### src/rtl/cbs_pkg.sv
package cbs_pkg;

  typedef enum logic {
    ST_IDLE  = 1'b0,
    ST_BURST = 1'b1
  } cbs_state_e;

endpackage

### src/rtl/cbs_store.sv
// Staging buffer: circular storage with occupancy count.
module cbs_store #(
  parameter int DATA_W = 32,
  parameter int DEPTH  = 8
) (
  input  logic                             clk,
  input  logic                             rst_n,
  input  logic                             push,
  input  logic [DATA_W-1:0]                wdata,
  input  logic                             pop,
  output logic [DATA_W-1:0]                head,
  output logic [$clog2(DEPTH+1)-1:0]       count,
  output logic                             full
);

  localparam int IDX_W = $clog2(DEPTH);
  localparam int CNT_W = $clog2(DEPTH+1);
  localparam logic [CNT_W-1:0] DEPTH_C = CNT_W'(DEPTH);

  logic [DATA_W-1:0] mem [DEPTH];
  logic [IDX_W-1:0]  wr_idx, wr_idx_n;
  logic [IDX_W-1:0]  rd_idx, rd_idx_n;
  logic [CNT_W-1:0]  cnt_n;

  // one write-enabled word per entry
  for (genvar g = 0; g < DEPTH; g++) begin : g_entry
    logic we;
    assign we = push && (wr_idx == IDX_W'(g));
    always_ff @(posedge clk) begin
      if (we) begin
        mem[g] <= wdata;
      end
    end
  end

  always_comb begin
    wr_idx_n = wr_idx;
    rd_idx_n = rd_idx;
    cnt_n    = count;
    if (push) begin
      wr_idx_n = wr_idx + 1'b1;
    end
    if (pop) begin
      rd_idx_n = rd_idx + 1'b1;
    end
    case ({push, pop})
      2'b10:   cnt_n = count + 1'b1;
      2'b01:   cnt_n = count - 1'b1;
      default: cnt_n = count;
    endcase
  end

  always_ff @(posedge clk or negedge rst_n) begin
    if (!rst_n) begin
      wr_idx <= '0;
      rd_idx <= '0;
      count  <= '0;
    end else begin
      wr_idx <= wr_idx_n;
      rd_idx <= rd_idx_n;
      count  <= cnt_n;
    end
  end

  assign head = mem[rd_idx];
  assign full = (count == DEPTH_C);

endmodule

### src/rtl/cbs_room.sv
// Free-room calculation for the host queue and burst length selection.
module cbs_room #(
  parameter int QPTR_W = 4,
  parameter int CNT_W  = 4
) (
  input  logic [QPTR_W-1:0] wr_ptr,
  input  logic [QPTR_W-1:0] rd_ptr,
  input  logic [CNT_W-1:0]  count,
  input  logic              single,
  output logic [QPTR_W-1:0] room,
  output logic              no_room,
  output logic [CNT_W-1:0]  blen
);

  localparam logic [QPTR_W-1:0] QMAX = {QPTR_W{1'b1}};

  logic [QPTR_W-1:0] used;
  int                lim_i;
  int                room_i;

  always_comb begin
    used    = wr_ptr - rd_ptr;
    room    = QMAX - used;
    no_room = (room == '0);
    lim_i   = single ? 1 : int'(count);
    room_i  = int'(room);
    blen    = (lim_i < room_i) ? CNT_W'(lim_i) : CNT_W'(room_i);
  end

endmodule

### src/rtl/cbs_ctrl.sv
// Control: room-check arming, burst sequencing, write pointer, status pulses.
module cbs_ctrl
  import cbs_pkg::*;
#(
  parameter int QPTR_W = 4,
  parameter int CNT_W  = 4,
  parameter int HWM    = 6
) (
  input  logic              clk,
  input  logic              rst_n,
  input  logic              fifo_en,
  input  logic              in_valid,
  input  logic              full,
  input  logic [CNT_W-1:0]  count,
  input  logic              no_room,
  input  logic [CNT_W-1:0]  blen,
  input  logic [QPTR_W-1:0] host_rd_ptr,
  output logic              push,
  output logic              pop,
  output logic              beat_vld,
  output logic              beat_last,
  output logic [QPTR_W-1:0] beat_addr,
  output logic [QPTR_W-1:0] wr_ptr,
  output logic              done_set,
  output logic              err_set
);

  localparam logic [CNT_W-1:0] HWM_C = CNT_W'(HWM);
  localparam logic [CNT_W-1:0] ONE_C = CNT_W'(1);

  cbs_state_e        state, state_n;
  logic [CNT_W-1:0]  beat, beat_n;
  logic [CNT_W-1:0]  len_q, len_n;
  logic [QPTR_W-1:0] wr_ptr_n;
  logic [QPTR_W-1:0] prev_rd;
  logic              armed, armed_n;
  logic              done_n, err_n;
  logic              chk, drop, rd_moved, end_beat;
  logic [CNT_W-1:0]  thr;

  always_comb begin
    pop       = (state == ST_BURST);
    push      = in_valid && !(full && !pop);
    drop      = in_valid && !push;
    thr       = fifo_en ? HWM_C : ONE_C;
    rd_moved  = (host_rd_ptr != prev_rd);
    chk       = (state == ST_IDLE) && armed && (count >= thr);
    end_beat  = (state == ST_BURST) && (beat == len_q - 1'b1);

    state_n  = state;
    beat_n   = beat;
    len_n    = len_q;
    wr_ptr_n = wr_ptr;
    done_n   = 1'b0;
    err_n    = drop;

    case (state)
      ST_IDLE: begin
        if (chk) begin
          if (no_room) begin
            err_n = 1'b1;
          end else begin
            state_n = ST_BURST;
            beat_n  = '0;
            len_n   = blen;
          end
        end
      end
      ST_BURST: begin
        beat_n = beat + 1'b1;
        if (end_beat) begin
          state_n  = ST_IDLE;
          wr_ptr_n = wr_ptr + QPTR_W'(len_q);
          done_n   = 1'b1;
        end
      end
      default: state_n = ST_IDLE;
    endcase

    if (push || rd_moved || (end_beat && !fifo_en)) begin
      armed_n = 1'b1;
    end else if (chk) begin
      armed_n = 1'b0;
    end else begin
      armed_n = armed;
    end
  end

  always_ff @(posedge clk or negedge rst_n) begin
    if (!rst_n) begin
      state    <= ST_IDLE;
      beat     <= '0;
      len_q    <= '0;
      wr_ptr   <= '0;
      prev_rd  <= '0;
      armed    <= 1'b0;
      done_set <= 1'b0;
      err_set  <= 1'b0;
    end else begin
      state    <= state_n;
      beat     <= beat_n;
      len_q    <= len_n;
      wr_ptr   <= wr_ptr_n;
      prev_rd  <= host_rd_ptr;
      armed    <= armed_n;
      done_set <= done_n;
      err_set  <= err_n;
    end
  end

  assign beat_vld  = (state == ST_BURST);
  assign beat_last = end_beat;
  assign beat_addr = wr_ptr + QPTR_W'(beat);

endmodule

### src/rtl/cmpl_burst_stager.sv
module cmpl_burst_stager #(
  parameter int DATA_W = 32,
  parameter int DEPTH  = 8,
  parameter int HWM    = 6,
  parameter int QPTR_W = 4
) (
  input  logic              clk,
  input  logic              rst_n,
  input  logic              fifo_en,
  input  logic              in_valid,
  input  logic [DATA_W-1:0] in_data,
  input  logic [QPTR_W-1:0] host_rd_ptr,
  output logic              m_valid,
  output logic [QPTR_W-1:0] m_addr,
  output logic [DATA_W-1:0] m_data,
  output logic              m_last,
  output logic [QPTR_W-1:0] wr_ptr,
  output logic              done_set,
  output logic              err_set
);

  localparam int CNT_W = $clog2(DEPTH+1);

  logic             push, pop, full, no_room;
  logic [CNT_W-1:0] count, blen;
  logic [QPTR_W-1:0] room;
  logic [DATA_W-1:0] head;

  cbs_store #(.DATA_W(DATA_W), .DEPTH(DEPTH)) u_store (
    .clk(clk), .rst_n(rst_n), .push(push), .wdata(in_data), .pop(pop),
    .head(head), .count(count), .full(full)
  );

  cbs_room #(.QPTR_W(QPTR_W), .CNT_W(CNT_W)) u_room (
    .wr_ptr(wr_ptr), .rd_ptr(host_rd_ptr), .count(count), .single(!fifo_en),
    .room(room), .no_room(no_room), .blen(blen)
  );

  cbs_ctrl #(.QPTR_W(QPTR_W), .CNT_W(CNT_W), .HWM(HWM)) u_ctrl (
    .clk(clk), .rst_n(rst_n), .fifo_en(fifo_en), .in_valid(in_valid),
    .full(full), .count(count), .no_room(no_room), .blen(blen),
    .host_rd_ptr(host_rd_ptr), .push(push), .pop(pop),
    .beat_vld(m_valid), .beat_last(m_last), .beat_addr(m_addr),
    .wr_ptr(wr_ptr), .done_set(done_set), .err_set(err_set)
  );

  assign m_data = head;

endmodule

### config.mk
export PLATFORM = sky130hd
export DESIGN_NAME = cmpl_burst_stager
export DESIGN_NICKNAME = d
export VERILOG_FILES = /design/src/rtl/cbs_pkg.sv /design/src/rtl/cbs_store.sv /design/src/rtl/cbs_room.sv /design/src/rtl/cbs_ctrl.sv /design/src/rtl/cmpl_burst_stager.sv
export SDC_FILE = /design/constraint.sdc
export NUM_CORES = 1
export LEC_CHECK = 0
export CAP_MARGIN = 20
export CORE_UTILIZATION = 30
export CTS_CLUSTER_DIAMETER = 60
export DETAILED_ROUTE_END_ITERATION = 10
export DONT_BUFFER_PORTS = 1
export PLACE_DENSITY_LB_ADDON = 0.08
export SYNTH_ARGS = -nofsm -noshare
export SYNTH_HDL_FRONTEND = slang
export SYNTH_SLANG_ARGS = --single-unit
### constraint.sdc
create_clock -name clk -period 4.8 [get_ports clk]
set_clock_uncertainty 0.1 [all_clocks]
set_input_delay 0.72 -clock clk [delete_from_list [all_inputs] [get_ports clk]]
set_output_delay 0.72 -clock clk [all_outputs]
set_load 0.01 [all_outputs]
After elaboration in Yosys (flattened, before gate mapping)

Memories as Yosys holds them, arrays and structs flattened.
Cells that the tools add are included.
Widths: inputs -> output; s select.

Bits in registers: 30
RAM bits: 256
Output and inout bits: 44
Memories kept: 1

Memory list:

| memory      | words | bits a word | rd ports | clocked after memory_dff | write ports | RTL line        | RTL |
|---|---|---|---|---|---|---|---|
| u_store.mem | 8     | 32          | 1        | 0                        | 1           | cbs_store.sv:20 | `logic [DATA_W-1:0] mem [DEPTH];` |

Add/subtract/negate cells: 10
Magnitude comparators: 2
Equality and inequality tests: 14
Mux-type cells: 55
Bitwise gates (word level): 2
Reductions and logical operators: 35

Operators with widths:

| operator            | count |
|---|---|
| $mux 32             | 7 |
| $reduce_or 32->1    | 7 |
| $mux 1              | 33 |
| $lt 32x5->1         | 1 |
| $mux 3              | 8 |
| $mux 4              | 4 |
| $pmux 4 s2          | 2 |
| $logic_and 1x1->1   | 15 |
| $eq 3x3->1 const B  | 4 |
| $add 4x1->4 const B | 2 |
| $add 4x4->4         | 2 |
| $sub 4x1->4 const B | 2 |
| $add 3x1->3 const B | 2 |
| $eq 3x2->1 const B  | 2 |
| $eq 4x4->1          | 1 |
| $eq 4x4->1 const B  | 1 |
| $ge 4x4->1          | 1 |
| $logic_not 1->1     | 4 |
| $logic_not 4->1     | 1 |
| $ne 4x4->1          | 1 |
| $reduce_and 2->1    | 2 |
| $reduce_bool 2->1   | 2 |
| $sub 4x4->4         | 1 |
| $sub 4x4->4 const A | 1 |
| other kinds (10)    | 12 |

Longest topological paths before layout

Depth after elaboration: 15
Depth in mapped cells: 11
Depth with buffers taken out: 11

Cells and area by module

A second synthesis with hierarchy kept.

Cell total of the unflattened synthesis: 571
Area, all modules: 11812.6 sq um

Modules (own cells, without submodules):

| module            | instances | cells each | area an instance (sq um) | sequential area each (sq um) |
|---|---|---|---|---|
| cbs_store         | 1         | 429        | 10323.7                  | 7937.6 |
| cbs_ctrl          | 1         | 103        | 1169.9                   | 500.5 |
| cbs_room          | 1         | 38         | 315.3                    | 0.0 |
| cmpl_burst_stager | 1         | 1          | 3.8                      | 0.0 |

Worst setup path after synthesis

Ideal clock, no wire load.

Path type: input-to-reg
Start: input host_rd_ptr[0]
End: register u_ctrl.len_q[2]
Setup time: 0.125 ns
Data arrival time: 2.791 ns
Data required time: 4.575 ns
Slack: 1.784 ns
Cell stages on the path: 10
Cells stage by stage: ha_1 inv_1 fa_1 xnor2_1 inv_1 ha_1 nand2_1 o21ai_1 mux2_2 mux2_4

Cells in the longest elaborated chain, start to end: 5
Elaborated cells between the ends (all ways): 7
Classes of those cells: 2 x add/sub; 1 x order compare; 1 x mux; 1 x bitwise; 2 x reduce/logical

Ends and longest elaborated chain:

| item                                                | RTL line                | RTL |
|---|---|---|
| from (decl)                                         | cmpl_burst_stager.sv:12 | `input logic [QPTR_W-1:0] host_rd_ptr,` |
| $sub 4x4->4 *                                       | cbs_room.sv:22          | `used = wr_ptr - rd_ptr;` |
| $sub 4x4->4 *                                       | cbs_room.sv:23          | `room = QMAX - used;` |
| branches (longest 3 deep; another with $lt 32x5->1) | -                       |  |
| to (signal assigned)                                | cbs_ctrl.sv:102         | `len_q <= len_n;` |
| to (decl)                                           | cbs_ctrl.sv:33          | `logic [CNT_W-1:0] len_q, len_n;` |

Every way passes the cells marked *.
A chain may end at the register's enable or synchronous reset.

Worst setup path after layout

Start: register u_store.rd_idx[0]
End: output m_data[3]

Cells in the longest elaborated chain, start to end: 1

Ends and longest elaborated chain:

| item                   | RTL line                | RTL |
|---|---|---|
| from (decl)            | cbs_store.sv:22         | `logic [IDX_W-1:0] rd_idx, rd_idx_n;` |
| from (signal assigned) | cbs_store.sv:60         | `rd_idx <= rd_idx_n;` |
| $mem_v2 8x32           | -                       |  |
| to (decl)              | cmpl_burst_stager.sv:15 | `output logic [DATA_W-1:0] m_data,` |

Every way passes these cells.

==> impl_metrics.py <==
metrics = {
    "status": {
        "status": "finished, final reports clean",
    },
    "critical_path": {
        "path_cells": "buf_12 > mux4_2 > mux2_2",
        "cp.required_ns": 3.98,
        "cp_max_fo": 37,
        "start_kind": "register",
        "crit_type": "register to output port",
        "critPathMaxStageDelay_ns": 0.96,
        "slowest_stage": "dfrtp_4",
        "endpoint_kind": "output port",
        "arrival_ns": 2.74,
    },
    "yosys": {
        "async_flop_share": 0.105,
        "yosysMostFrequentCell": "edfxtp_1",
        "ys.flop_type": "edfxtp_1",
        "synth_seq_cells": 286,
        "ys_top_cells_by_count": "edfxtp_1, mux4_2, mux2_2, dfrtp_1, ha_1",
        "synth_cell_type_count": 40,
        "synth.net_count": 640,
        "postSynthAreaPerCell_um2": 20.5,
        "yosys.area.top_type_share": 0.660,
        "ys_seq_area_frac": 0.725,
        "synth_edf_count": 256,
        "synth_cells": 567,
        "yosysTopAreaCell": "edfxtp_1",
        "synthTopCellsByArea": "edfxtp_1, mux4_2, dfrtp_1",
        "ys_warn_count": 0,
        "synthesis.area_um2": 11600,
    },
    "timing": {
        "min_period_ns": 3.56,
        "period_share": 0.741,
        "finalSetupTns_ns": 0,
        "worst_pin_slew_ns": 1.09,
        "final-setup-viol-count": 0,
        "finalMaxSlewViolations": 0,
        "rsz0062_at_grt": "no",
        "slew_headroom": 0.273,
        "hold_viol": 0,
        "fmax_mhz": 281,
    },
    "global_routing": {
        "antenna_found_initial": 0,
        "grt_pass1_vias": 5948,
        "grt_max_degree": 67,
        "grt_overflow": 0,
        "grt_pass1_wl_um": 38400,
        "grtUsageTotal": 0.134,
    },
    "power": {
        "vdd_drop_max_v": 0.000349,
        "power.switching_uw": 2680,
        "seq_power_share": 0.419,
        "powerDensity_nw_per_um2": 637,
        "static-leakage-power_uw": 0.00451,
        "switching_share": 0.312,
        "p_int_uw": 5890,
        "p_comb_frac": 0.289,
        "p_total_uw": 8570,
        "pwr-share-clk": 0.292,
    },
    "clock_tree": {
        "cts_htree_levels": 2,
        "ctsResizeCount": 0,
        "postCtsSetupBuffers": 0,
        "clkTransAtPathRegs_ns": 0.06,
        "clkSinkCount": 286,
        "insertion_delay_ns": 0.51,
        "cts_root_buf": "clkbuf_16",
        "cts_tree": "yes",
        "numCtsBuffers": 36,
        "clk_path_buf_depth": 3,
    },
    "floorplan": {
        "die_h_um": 199,
        "die-area_um2": 39600,
        "io_pins": 84,
        "die_x_um": 199,
        "start_util": 0.307,
        "num_rows": 71,
        "core_area_um2": 37900,
    },
    "layout": {
        "nets": 671,
        "final_area_um2": 13400,
        "drive_gt1_frac": 0.287,
        "diodes": 0,
        "fin_cells": 1134,
        "syn2layout_area_growth_pct": 15.5,
    },
    "detailed_routing": {
        "final_antenna_net_count": 0,
        "route.detailed.drc": 0,
        "routedWlPerCell_um": 22.3,
        "drt_iter0_drc": 232,
        "firstDrtPassIters": 5,
        "vias": 5345,
        "finalWirelength_um": 25200,
        "via_per_inst": 4.71,
    },
    "place": {
        "place_hpwl_um": 15000,
        "portBuffers": 0,
        "dpl_cell_area_um2": 12300,
        "gp_congestion": 0.744,
        "placed_cells": 1069,
    },
    "run": {
        "cap_violations": 0,
    },
    "worst_hold_path": {
        "hold_path.class": "primary input to register",
    },
}
[metal layers]
layer  vias to the layer above  global-route usage  wire length [um]
li1                       2338                   -                 -
met1                      2848               0.161             10300
met2                       115               0.230             12700
met3                        44              0.0422              1650
met4                         0              0.0410               519
met5                         -             0.00383                 0
[path summary, 6_finish.rpt]
kind / startpoint / end / slack (ns) / depth (start not counted)
setup / recovery: u_store.rd_idx[0] / m_data[3] / 1.24 / 3
setup reg to reg: u_ctrl.wr_ptr[0] / u_ctrl.len_q[2] / 1.63 / 11
min in group asynchronous: rst_n / u_ctrl.err_set / 0.57 / 2
max in group asynchronous: rst_n / u_store.rd_idx[2] / 3.83 / 2
hold reg to reg: u_ctrl.armed / u_ctrl.armed / 0.41 / 1
hold / removal: host_rd_ptr[1] / u_ctrl.prev_rd[1] / 0.15 / 0
[power by group through the flow]
stage	clock [uW]	combinational [uW]	sequential (uW)
after floorplan	0	2110	3340
after global placement	0	2520	3650
after detailed placement	0	2550	3670
after CTS	2590	2580	3620
after global routing	2690	2730	3670
final	2500	2480	3590
[metrics by stage]
stage               worst slack (ns)  hold WS, ns   util
floorplan                       1.78        0.324      -
global placement                1.64        0.325  0.324
detailed placement              1.52        0.325  0.324
CTS                             1.12        0.119  0.354
global route                    1.03        0.121  0.354
finish                          1.24        0.149  0.354
[sequential cells by signal, indices dropped and copies added (netlist names), 3 cells and up]
signal,flops
u_store.count,4
u_ctrl.prev_rd,4
u_store.rd_idx,3
u_store.mem,256
u_ctrl.len_q,4
u_ctrl.beat,4
u_store.wr_idx,3
u_ctrl.wr_ptr,4
[worst max-delay path: cells and delay by family, from the launching register on]
kind	cells	cell delay, ns
buf+inv	1	0.35
flops	1	0.96
mux	2	0.89
[cells in the final DEF, fill, tap and decap left out, types with 5 or more instances in the layout]
| master | n |
|---|---|
| ha_1 | 29 |
| xor2_1 | 9 |
| dfrtp_1 | 27 |
| clkbuf_1 | 11 |
| inv_1 | 24 |
| a21o_1 | 5 |
| o21ai_0 | 6 |
| clkbuf_16 | 37 |
| xnor2_1 | 17 |
| and3_2 | 6 |
| mux2_2 | 34 |
| buf_4 | 11 |
| nand2_1 | 13 |
| edfxtp_1 | 256 |
| mux2i_1 | 5 |
| mux4_2 | 64 |
| a21oi_1 | 10 |
[layout make-up]
type / instances / area [um2]
repair buffers: 14 / 133
inverters: 24 / 90.1
clock buffers: 48 / 967
multi-input cells: 236 / 3030
flip-flops and latches: 286 / 8450
clock inverters: 15 / 138
well taps: 511 / 639
fillers: 3515 / 24500
[cell families (layout without fill, tap and decap cells)]
logic type                 Yosys count  after routing  synth area share
muxes                              105            105             0.164
adders and majority gates           33             33            0.0380
AOI/OAI and AO/OA                   32             32            0.0204
DFF                                286            286             0.725
buffers and inverters               45            101            0.0158
xor gates and xnor gates            26             26            0.0196
and+or+nand+nor                     40             40            0.0177
[timing repair]
| item | in CTS | in global routing |
|---|---|---|
| hold buffers | 2 | 0 |
| endpoints found under the hold margin | 30 | 0 |
| endpoints found under the setup margin | 0 | 0 |
Note: power is estimated with default switching activity, not from simulation.
